`config.mk`:
```
export PLATFORM = sky130hd
export DESIGN_NAME = pll_lock_detect
export DESIGN_NICKNAME = d
export VERILOG_FILES = /design/src/rtl/ld_pkg.sv /design/src/rtl/ld_edge_sense.sv /design/src/rtl/ld_phase_meter.sv /design/src/rtl/ld_lock_counter.sv /design/src/rtl/pll_lock_detect.sv
export SDC_FILE = /design/constraint.sdc
export NUM_CORES = 1
export LEC_CHECK = 0
export BUFFER_PORTS_ARGS = -buffer_cell sky130_fd_sc_hd__buf_2
export CAP_MARGIN = 20
export CORE_AREA = 4 4 56 83
export CTS_CLUSTER_DIAMETER = 200
export CTS_CLUSTER_SIZE = 24
export DETAILED_ROUTE_END_ITERATION = 10
export DIE_AREA = 0 0 60 87
export GPL_TIMING_DRIVEN = 0
export PLACE_DENSITY = 0.37
export SKIP_LAST_GASP = 1
export SLEW_MARGIN = 20
export SYNTH_ARGS = -nofsm -noshare
export SYNTH_HDL_FRONTEND = slang
export SYNTH_SLANG_ARGS = --single-unit
```
`constraint.sdc`:
```
create_clock -name clk -period 4.4 [get_ports clk]
set_clock_uncertainty 0.2 [all_clocks]
set_input_delay 0.22 -clock clk [delete_from_list [all_inputs] [get_ports clk]]
set_output_delay 0.22 -clock clk [all_outputs]
set_load 0.01 [all_outputs]
```
`src/rtl/ld_pkg.sv`:
```
package ld_pkg;

   // Verdict produced once per paired edge measurement
   typedef struct packed {
      logic good;
      logic bad;
   } verdict_t;

   // Width of a counter that must hold values 0..max_val
   function automatic int unsigned cnt_width(input int unsigned max_val);
      return (max_val < 1) ? 1 : $clog2(max_val + 1);
   endfunction

endpackage

```
`src/rtl/ld_edge_sense.sv`:
```
module ld_edge_sense #(
   parameter int unsigned SYNC_STAGES = 2
) (
   input  logic clk,
   input  logic rst_n,
   input  logic sig_i,
   output logic rise_o
);

   logic sampled;
   logic sampled_q;

   generate
      if (SYNC_STAGES == 0) begin : g_direct
         assign sampled = sig_i;
      end else begin : g_sync
         logic [SYNC_STAGES-1:0] chain;
         always_ff @(posedge clk or negedge rst_n) begin
            if (!rst_n) chain <= '0;
            else        chain <= {chain[SYNC_STAGES-2+1-1:0], sig_i} ;
         end
         assign sampled = chain[SYNC_STAGES-1];
      end
   endgenerate

   always_ff @(posedge clk or negedge rst_n) begin
      if (!rst_n) sampled_q <= 1'b0;
      else        sampled_q <= sampled;
   end

   assign rise_o = sampled & ~sampled_q;

endmodule

```
`src/rtl/ld_phase_meter.sv`:
```
module ld_phase_meter
   import ld_pkg::*;
#(
   parameter int unsigned WINDOW_TICKS = 8
) (
   input  logic     clk,
   input  logic     rst_n,
   input  logic     clr_i,
   input  logic     ref_rise_i,
   input  logic     fb_rise_i,
   output verdict_t verdict_o
);

   localparam int unsigned TW = cnt_width(WINDOW_TICKS);
   localparam logic [TW-1:0] WIN = TW'(WINDOW_TICKS);
   localparam logic [TW-1:0] ONE = TW'(1);

   logic          waiting;
   logic          lead_ref;
   logic [TW-1:0] gap;
   logic          trail_seen;
   logic          lead_again;

   always_comb begin
      trail_seen = lead_ref ? fb_rise_i  : ref_rise_i;
      lead_again = lead_ref ? ref_rise_i : fb_rise_i;
   end

   always_ff @(posedge clk or negedge rst_n) begin
      if (!rst_n) begin
         waiting   <= 1'b0;
         lead_ref  <= 1'b0;
         gap       <= '0;
         verdict_o <= '0;
      end else begin
         verdict_o <= '0;
         if (clr_i) begin
            waiting <= 1'b0;
            gap     <= '0;
         end else if (!waiting) begin
            if (ref_rise_i && fb_rise_i) begin
               verdict_o.good <= 1'b1;
            end else if (ref_rise_i || fb_rise_i) begin
               waiting  <= 1'b1;
               lead_ref <= ref_rise_i;
               gap      <= ONE;
            end
         end else if (trail_seen) begin
            if (gap < WIN) verdict_o.good <= 1'b1;
            else           verdict_o.bad  <= 1'b1;
            if (lead_again) gap <= ONE;
            else            waiting <= 1'b0;
         end else if (lead_again) begin
            verdict_o.bad <= 1'b1;
            gap           <= ONE;
         end else if (gap >= WIN) begin
            verdict_o.bad <= 1'b1;
            waiting       <= 1'b0;
         end else begin
            gap <= gap + ONE;
         end
      end
   end

endmodule

```
`src/rtl/ld_lock_counter.sv`:
```
module ld_lock_counter
   import ld_pkg::*;
#(
   parameter int unsigned LOCK_LO = 3,
   parameter int unsigned LOCK_HI = 5
) (
   input  logic     clk,
   input  logic     rst_n,
   input  logic     clr_i,
   input  logic     prec_i,
   input  verdict_t verdict_i,
   output logic     locked_o
);

   localparam int unsigned CW = cnt_width(LOCK_HI);
   localparam logic [CW-1:0] LO_V = CW'(LOCK_LO);
   localparam logic [CW-1:0] HI_V = CW'(LOCK_HI);

   logic [CW-1:0] run;
   logic [CW-1:0] run_next;
   logic [CW-1:0] need;

   always_comb begin
      need     = prec_i ? HI_V : LO_V;
      run_next = (run == HI_V) ? run : run + CW'(1);
   end

   always_ff @(posedge clk or negedge rst_n) begin
      if (!rst_n) begin
         run      <= '0;
         locked_o <= 1'b0;
      end else if (clr_i || verdict_i.bad) begin
         run      <= '0;
         locked_o <= 1'b0;
      end else if (verdict_i.good) begin
         run <= run_next;
         if (run_next >= need) locked_o <= 1'b1;
      end
   end

endmodule

```
`src/rtl/pll_lock_detect.sv`:
```
module pll_lock_detect
   import ld_pkg::*;
#(
   parameter int unsigned WINDOW_TICKS = 8,
   parameter int unsigned LOCK_LO     = 3,
   parameter int unsigned LOCK_HI     = 5,
   parameter int unsigned SYNC_STAGES = 2
) (
   input  logic clk,
   input  logic rst_n,
   input  logic ref_pulse,
   input  logic fb_pulse,
   input  logic prec_sel,
   input  logic mute_en,
   input  logic pwr_down,
   output logic locked,
   output logic out_en
);

   generate
      if (WINDOW_TICKS < 1) begin : g_bad_win
         $error("WINDOW_TICKS must be at least 1");
      end
      if (LOCK_LO < 1 || LOCK_HI < LOCK_LO) begin : g_bad_lock
         $error("LOCK_LO must be at least 1 and no larger than LOCK_HI");
      end
      if (SYNC_STAGES > 4) begin : g_bad_sync
         $error("SYNC_STAGES must be 0 to 4");
      end
   endgenerate

   logic     ref_rise;
   logic     fb_rise;
   verdict_t verdict;
   logic     v_good;
   logic     v_bad;

   ld_edge_sense #(.SYNC_STAGES(SYNC_STAGES)) u_ref_edge (
      .clk(clk), .rst_n(rst_n), .sig_i(ref_pulse), .rise_o(ref_rise)
   );

   ld_edge_sense #(.SYNC_STAGES(SYNC_STAGES)) u_fb_edge (
      .clk(clk), .rst_n(rst_n), .sig_i(fb_pulse), .rise_o(fb_rise)
   );

   ld_phase_meter #(.WINDOW_TICKS(WINDOW_TICKS)) u_meter (
      .clk(clk), .rst_n(rst_n), .clr_i(pwr_down),
      .ref_rise_i(ref_rise), .fb_rise_i(fb_rise), .verdict_o(verdict)
   );

   ld_lock_counter #(.LOCK_LO(LOCK_LO), .LOCK_HI(LOCK_HI)) u_count (
      .clk(clk), .rst_n(rst_n), .clr_i(pwr_down), .prec_i(prec_sel),
      .verdict_i(verdict), .locked_o(locked)
   );

   assign v_good = verdict.good;
   assign v_bad  = verdict.bad;

   // Output gate: power-down always wins, mute waits for lock
   assign out_en = ~pwr_down & (~mute_en | locked);

endmodule

```
## Yosys cells after proc, flatten, opt, wreduce, memory -nomap -nowiden

Index checks and enable logic that the tools add are counted.

- Bits in registers: 18
- Bits of input ports: 7
- Output and inout port bits: 2
- Word-level logic and storage cells: 74

- Add/subtract/negate cells: 2
- Order comparisons: 3
- Eq/ne operators: 4
- Muxes and demuxes: 35
- Bitwise operators: 10
- Reduce and logical (&&, ||, !) cells: 9

Operator list:

| cell | count |
|---|---|
| 4-bit 2-to-1 mux | 8 |
| 1-bit 2-to-1 mux | 22 |
| 3-bit 2-to-1 mux | 4 |
| 4-bit inequality test (second input constant) | 2 |
| 4-bit AND reduction | 2 |
| 1-bit NOT | 6 |
| 4-bit by 1-bit adder with 4-bit output (second input constant) | 1 |
| 4-bit greater-or-equal comparator (second input constant) | 1 |
| 4-bit < comparator (second input constant) | 1 |
| 2-bit nonzero test | 2 |
| 3-bit by 1-bit adder with 3-bit output (second input constant) | 1 |
| 1-bit bitwise AND | 3 |
| 3-bit equality test (second input constant) | 1 |
| 3-bit greater-or-equal comparator | 1 |
| 3-bit by 2-bit inequality test with 1-bit output (second input constant) | 1 |
| 3-bit nonzero test | 1 |
| 1-bit logical OR | 2 |
| 2-bit 2-to-1 mux | 1 |
| 2-bit AND reduction | 1 |
| 1-bit logical AND | 1 |
| 1-bit OR | 1 |

## Depth between registers and ports, before layout

Gate-level depths: netlist of the first run.

- Depth in word-level cells: 7
- Mapped depth: 8
- Gate-level depth less buffers: 8

## Modules after synthesis

A second synthesis of the first run with hierarchy kept.

- Cell total of the unflattened synthesis: 91
- Area, all modules: 1008.5 µm²

By module, submodules not included:

| module | times used | cells each | area each (µm²) | seq. area each (µm²) |
|---|---|---|---|---|
| ld_phase_meter | 1 | 50 | 520.5 | 200.2 |
| ld_lock_counter | 1 | 31 | 297.8 | 100.1 |
| ld_edge_sense | 2 | 4 | 88.8 | 75.1 |
| pll_lock_detect | 1 | 2 | 12.5 | 0.0 |

## Worst setup path before layout of the first run

OpenSTA, ideal clock, no wires.

- Kind: reg-to-reg
- Start point: register u_count.run[0]
- End point: register u_count.locked_o
- Setup time: 0.129 ns
- Arrival time: 1.360 ns
- Required time: 4.071 ns
- Path slack: 2.711 ns
- Stages on the path, launching flop included: 8
- Buffers on the path: 0
- Clock period less this slack: 1.689 ns
- Cells stage by stage: dfrtp_1 > ha_1 > nand2_1 > nor2_1 > a21oi_1 > ha_1 > a21oi_1 > o21ai_0

- Word-level cells in the longest chain between the ends: 5
- Elaborated cells on any way between the ends: 6
- Those cells by class: 1 x add/sub; 1 x order compare; 1 x eq/ne; 1 x mux; 2 x reduce/logical

Ends and longest elaborated chain:

| what | RTL line | text |
|---|---|---|
| start: declaration | ld_lock_counter.sv:19 | `logic [CW-1:0] run;` |
| start signal: assignment | ld_lock_counter.sv:36 | `run <= run_next;` |
| 3-bit by 1-bit adder with 3-bit output or 3-bit equality test (tied branches) | ld_lock_counter.sv:25 | `run_next = (run == HI_V) ? run : run + CW'(1);` |
| 3-bit 2-to-1 mux * | ld_lock_counter.sv:25 |  |
| 3-bit greater-or-equal comparator * | ld_lock_counter.sv:37 | `if (run_next >= need) locked_o <= 1'b1;` |
| 2-bit nonzero test (no source line) * | -- |  |
| 2-bit AND reduction (no source line) * | -- |  |
| end signal: assignment | ld_lock_counter.sv:31 | `locked_o <= 1'b0;` |
| end signal: assignment | ld_lock_counter.sv:34 | `locked_o <= 1'b0;` |
| end signal: assignment | ld_lock_counter.sv:37 |  |
| end: declaration | ld_lock_counter.sv:12 | `output logic locked_o` |

Every way passes the cells marked *; elsewhere a longest branch is shown, timed or not.
A chain may end at the register's enable or synchronous reset.

## Final worst setup path of the first run

Ends and elaborated chain as after synthesis.

==> impl_metrics.json, run 1 <==
{
  "status": "finished, final reports clean",
  "clk_latency_ns": 0.25,
  "rsz0062_at_grt": "false",
  "clock-sinks": 18,
  "drive_gt1_frac": 0.162,
  "clk_pin_slew_ns": 0.07,
  "dp_slack_ns": 2.54,
  "crit_required_ns": 4.32,
  "setup_ws_ns": 2.55,
  "postSynthAreaPerCell_sq_um": 10.4,
  "worst_path_max_delay_cell": "dfrtp_1",
  "cp.arrival_ns": 1.78,
  "netlist_instances": 91,
  "cts_made_buffers": 3,
  "yosysWarnings": 0,
  "synth_simple_gate_area_frac": 0.202,
  "total_power_uw": 342,
  "max-slew-margin-rel": 0.653,
  "tightest_slew_ns": 0.521,
  "chipHeight_microns": 87,
  "start_kind": "flop",
  "min_from": "pwr_down",
  "final-setup-viol-count": 0,
  "wirelength_microns": 1800,
  "antenna_left": 0,
  "grt_pass1_vias": 692,
  "whs_path_depth": 2,
  "vias": 688,
  "end_kind": "flop",
  "avgViaCountPerCell": 4.59,
  "synth-seq-cells": 18,
  "core_area_sq_um": 3920,
  "synth-compound-area-share": 0.129,
  "leakage_nw": 0.529,
  "period_share": 0.421,
  "num-nets-final": 122,
  "clk_path_buf_depth": 2,
  "synth_top_family_by_area": "simple AND/OR/NAND/NOR gates",
  "final_common_cell": "dfrtp_1",
  "hold_viol": 0,
  "wl_per_cell_microns": 12.0,
  "hpwl_microns": 1370,
  "first_pass_iters": 4,
  "synth_fa_ha_area_frac": 0.106,
  "stdcell_area_sq_um": 1110,
  "ctsHtreeMaxLevel": 1,
  "synth-xor-area-share": 0.0186,
  "fmax_mhz": 539,
  "syn_nets": 106,
  "crit_family": "adder cells",
  "yosysUniqueCellTypes": 33,
  "grt_pass1_wl_microns": 3110,
  "path_class": "reg -> reg",
  "row_count": 28,
  "antenna_found_initial": 0,
  "final_core_util": 0.283,
  "hold_end": "u_meter.gap[2]",
  "slew_violations": 0,
  "finalSetupTns_ns": 0,
  "overflow": 0,
  "grt_max_degree": 19,
  "yosysSeqAreaShare": 0.477,
  "power_density_nw_per_um2": 308,
  "place_area_sq_um": 1040,
  "drc": 0,
  "multi_input_area_sq_um": 459,
  "cp.buffers_inverters": 0,
  "syn2layout_area_growth_pct": 17.8,
  "reg2regPathDepth": 7,
  "n_antenna_cell": 0,
  "cp.depth": 7,
  "slowest_delay_ns": 0.43,
  "dp_cells": 144,
  "cp_max_fo": 4,
  "holdWs_ns": 0.0452,
  "gp_congestion": 0.808,
  "fillers": 433,
  "crit_chain": "ha_1, nand2_1, nor2_1, a21oi_1, ha_1, a21oi_1, o21ai_0",
  "port_buffers": 8,
  "synthesis.area_sq_um": 943,
  "min_period_ns": 1.85,
  "cts_tree": "built",
  "hold_path_class": "in -> reg",
  "register_area_sq_um": 450,
  "ctsRootBufferMaster": "clkbuf_8",
  "io-pin-count": 9,
  "worstReg2RegEnd": "u_count.locked_o",
  "fp.dieW_microns": 60,
  "drtIter0Drc": 12,
  "rr_startpoint": "u_count.run[0]",
  "gr-usage-all-layers": 0.0788,
  "dieArea_sq_um": 5220,
  "drv_cap": 0,
  "r2r_slack_ns": 2.55,
  "start_util": 0.240,
  "final_cell_mix": "18 x dfrtp_1, 8 x ha_1, 8 x buf_2, 7 x a21oi_1",
  "synth_mux_area_frac": 0.0318,
  "stdcell_count": 150,
  "peakVddDrop_mv": 0.130
}
final cells by class:
type                       count  area share
buffer                         1     0.00338
inverter                       8      0.0270
multi-input combinational     64       0.413
tap                           45      0.0507
sequential                    18       0.405
timing repair buffer          11      0.0631
clock buffer                   3      0.0372
state kept, by name, summed over array words and instances (netlist names):
register	cells
u_meter.gap	4
u_count.run	3
u_fb_edge.g_sync.chain	2
u_meter.verdict_o	2
u_ref_edge.g_sync.chain	2
u_count.locked_o	1
u_fb_edge.sampled_q	1
u_meter.lead_ref	1
u_meter.waiting	1
u_ref_edge.sampled_q	1
cell usage after synthesis, drive strengths merged:
cell type | instances | area share
inv | 8 | 0.032
ha | 8 | 0.11
o31ai | 2 | 0.021
o21a | 1 | 0.0080
o32ai | 1 | 0.0093
and3 | 2 | 0.013
a21oi | 7 | 0.037
a211oi | 1 | 0.0080
clkbuf | 1 | 0.0040
and2 | 1 | 0.0066
and3b | 1 | 0.0093
o211a | 1 | 0.011
nor3 | 6 | 0.032
o211ai | 1 | 0.013
nand2 | 3 | 0.012
nor2b | 3 | 0.023
dfrtp | 18 | 0.48
and2b | 1 | 0.0080
nand3 | 3 | 0.016
nand3b | 1 | 0.0080
nor3b | 2 | 0.016
nand4 | 1 | 0.0066
xor2 | 2 | 0.019
or3 | 1 | 0.0066
nand2b | 2 | 0.021
mux2i | 3 | 0.032
nor2 | 6 | 0.024
o21ai | 4 | 0.021
logic make-up after synthesis:
logic type,Yosys count
and+or+nand+nor,33
AOI/OAI and AO/OA,18
DFF,18
buffers and inverters,9
adders and majority gates,8
muxes,3
xor gates and xnor gates,2
repair_timing:
item                                    4_1_cts  5_1_grt
setup buffers                                 0        0
resized for setup                             0        0
endpoints found under the setup margin        0        0
endpoints found under the hold margin        20        0
hold buffers                                  3        0
worst register-to-register path, delay by kind of cell (launching register included):
family | cells | cell delay, ns
flops | 1 | 0.43
fa+ha+maj | 2 | 0.49
simple gates | 2 | 0.19
compound gates | 3 | 0.42
power by group:
part           switching, mW  internal (mW)  total, mW
Combinational         0.0246         0.0206     0.0452
Clock                 0.0511         0.0607      0.112
Sequential            0.0106          0.174      0.185
Total                 0.0863          0.256      0.342
how the worst max path moves through the flow:
stage,from,to,slack (ns)
floorplan,u_count.run[0],u_count.locked_o,2.71
global placement,u_count.run[0],u_count.locked_o,2.55
detailed placement,u_count.run[0],u_count.locked_o,2.54
CTS,u_count.run[0],u_count.locked_o,2.53
global route,u_count.run[0],u_count.locked_o,2.44
finish,u_count.run[0],u_count.locked_o,2.55
metal layers:
layer  vias to the layer above  global-route usage  wire (microns)
met5                         -                   0               0
met1                       327              0.0885             714
met2                        12               0.139             978
met4                         0              0.0423              40
met3                         4              0.0104              65
li1                        345                   -               -
No activity file was read; power rests on OpenSTA's default activity.
==> run 2: changes to the inputs <==
==> constraint.sdc (replaced) <==
create_clock -name clk -period 1.8 [get_ports clk]
set_clock_uncertainty 0.2 [all_clocks]
set_input_delay 0.09 -clock clk [delete_from_list [all_inputs] [get_ports clk]]
set_output_delay 0.09 -clock clk [all_outputs]
set_load 0.01 [all_outputs]
==> run 2 against run 1 <==
Sequential power increased by 150%. Largest power group unchanged. Routed wire length increased by 5.7%. Combinational power increased to 2.9 times the previous value.
==> impl_metrics.json, run 2 (synthesis gave the netlist of run 1 again) <==
{
  "avgViaCountPerCell": 4.62,
  "fp.dieW_microns": 60,
  "clk_latency_ns": 0.25,
  "clock-sinks": 18,
  "crit_required_ns": 1.73,
  "hold_viol": 0,
  "grt_max_degree": 19,
  "dieArea_sq_um": 5220,
  "wirelength_microns": 1900,
  "row_count": 28,
  "ctsHtreeMaxLevel": 1,
  "reg2regPathDepth": 7,
  "cp_max_fo": 4,
  "status": "finished, final reports clean",
  "path_class": "reg -> reg",
  "min_period_ns": 1.76,
  "core_area_sq_um": 3920,
  "rsz0062_at_grt": "true",
  "largest_reg_flops": 4,
  "n_antenna_cell": 0,
  "total_power_uw": 858,
  "r2r_slack_ns": 0.04,
  "drtIter0Drc": 22,
  "stdcell_count": 154,
  "finalSetupTns_ns": 0,
  "hpwl_microns": 1370,
  "setup_ws_ns": 0.0356,
  "cts_made_buffers": 3,
  "grt_pass1_vias": 702,
  "dp_slack_ns": -0.0558,
  "regMostFlops": "u_meter.gap",
  "fmax_mhz": 567,
  "gr-usage-all-layers": 0.0794,
  "drv_cap": 0,
  "start_kind": "flop",
  "whs_path_depth": 4,
  "drive_gt1_frac": 0.284,
  "antenna_left": 0,
  "power_density_nw_per_um2": 720,
  "antenna_found_initial": 0,
  "period_share": 0.980,
  "clk_path_buf_depth": 2,
  "final_cell_mix": "18 x dfrtp_1, 8 x buf_2, 7 x ha_1, 6 x nor3_1",
  "chipHeight_microns": 87,
  "ctsRootBufferMaster": "clkbuf_8",
  "slew_violations": 0,
  "hold_end": "u_count.locked_o",
  "port_buffers": 8,
  "wl_per_cell_microns": 12.4,
  "min_from": "prec_sel",
  "rr_startpoint": "u_count.run[1]",
  "cp.arrival_ns": 1.69,
  "max-slew-margin-rel": 0.726,
  "leakage_nw": 0.554,
  "io-pin-count": 9,
  "num-nets-final": 126,
  "end_kind": "flop",
  "worstReg2RegEnd": "u_count.locked_o",
  "peakVddDrop_mv": 0.322,
  "dp_cells": 144,
  "clk_pin_slew_ns": 0.06,
  "vias": 712,
  "tightest_slew_ns": 0.411,
  "reg_top3": "u_meter.gap x4, u_count.run x3",
  "grt_pass1_wl_microns": 3140,
  "final_common_cell": "dfrtp_1",
  "start_util": 0.240,
  "gp_congestion": 0.808,
  "cts_tree": "built",
  "syn2layout_area_growth_pct": 26.4,
  "first_pass_iters": 4,
  "hold_path_class": "in -> reg",
  "final-setup-viol-count": 0,
  "drc": 0,
  "overflow": 0
}
run 2: layout make-up:
cell class | count | area [sq um]
well taps | 45 | 56.3
inverters | 8 | 30.0
multi-input cells | 64 | 507
plain buffers | 1 | 5.00
repair buffers | 15 | 103
clock buffers | 3 | 41.3
fillers | 426 | 2730
flip-flops and latches | 18 | 450
run 2: through the flow:
stage | cell area, sq um | hold slack [ns] | utilization
3_3_place_gp | 1040 | -0.147 | 0.265
5_1_grt | 1190 | 0.110 | 0.304
3_5_place_dp | 1040 | -0.145 | 0.265
4_1_cts | 1130 | 0.115 | 0.289
2_1_floorplan | 943 | -0.406 | -
6_report | 1190 | 0.0892 | 0.304
run 2: power breakdown:
| group | internal (mW) | switching (mW) |
|---|---|---|
| Sequential | 0.426 | 0.0275 |
| Combinational | 0.0647 | 0.0680 |
| Clock | 0.148 | 0.123 |
| Total | 0.639 | 0.219 |
run 2: repair_timing:
item	in CTS	in global routing
setup buffers	1	2
pin swaps	0	2
setup endpoints to repair	4	6
hold buffers	4	0
hold endpoints to repair	22	0
resized for setup	1	14
run 2: worst max path at each step:
stage	from	to	slack (ns)	depth (start not counted)
3_3_place_gp	u_count.run[0]	u_count.locked_o	-0.05	7
2_1_floorplan	u_count.run[0]	u_count.locked_o	0.11	7
4_1_cts	u_count.run[1]	u_count.locked_o	-0.04	8
3_5_place_dp	u_count.run[0]	u_count.locked_o	-0.06	7
5_1_grt	u_count.run[1]	u_count.locked_o	-0.03	7
6_report	u_count.run[1]	u_count.locked_o	0.04	7
run 2: layer usage:
metal  up-vias  part of all wire  global-route usage
met4         0             0.034              0.0504
met3         6             0.035              0.0104
met5         -                 0                   0
li1        355                 -                   -
met1       339              0.41              0.0894
met2        12              0.52               0.136
run 2: critical path: stages, from the launching register on:
cell and delay (ns):
dfrtp_1 0.42, inv_2 0.07, ha_2 0.19, nand2_2 0.10, a21oi_2 0.19, ha_1 0.25
a21oi_1 0.14, o21ai_1 0.09
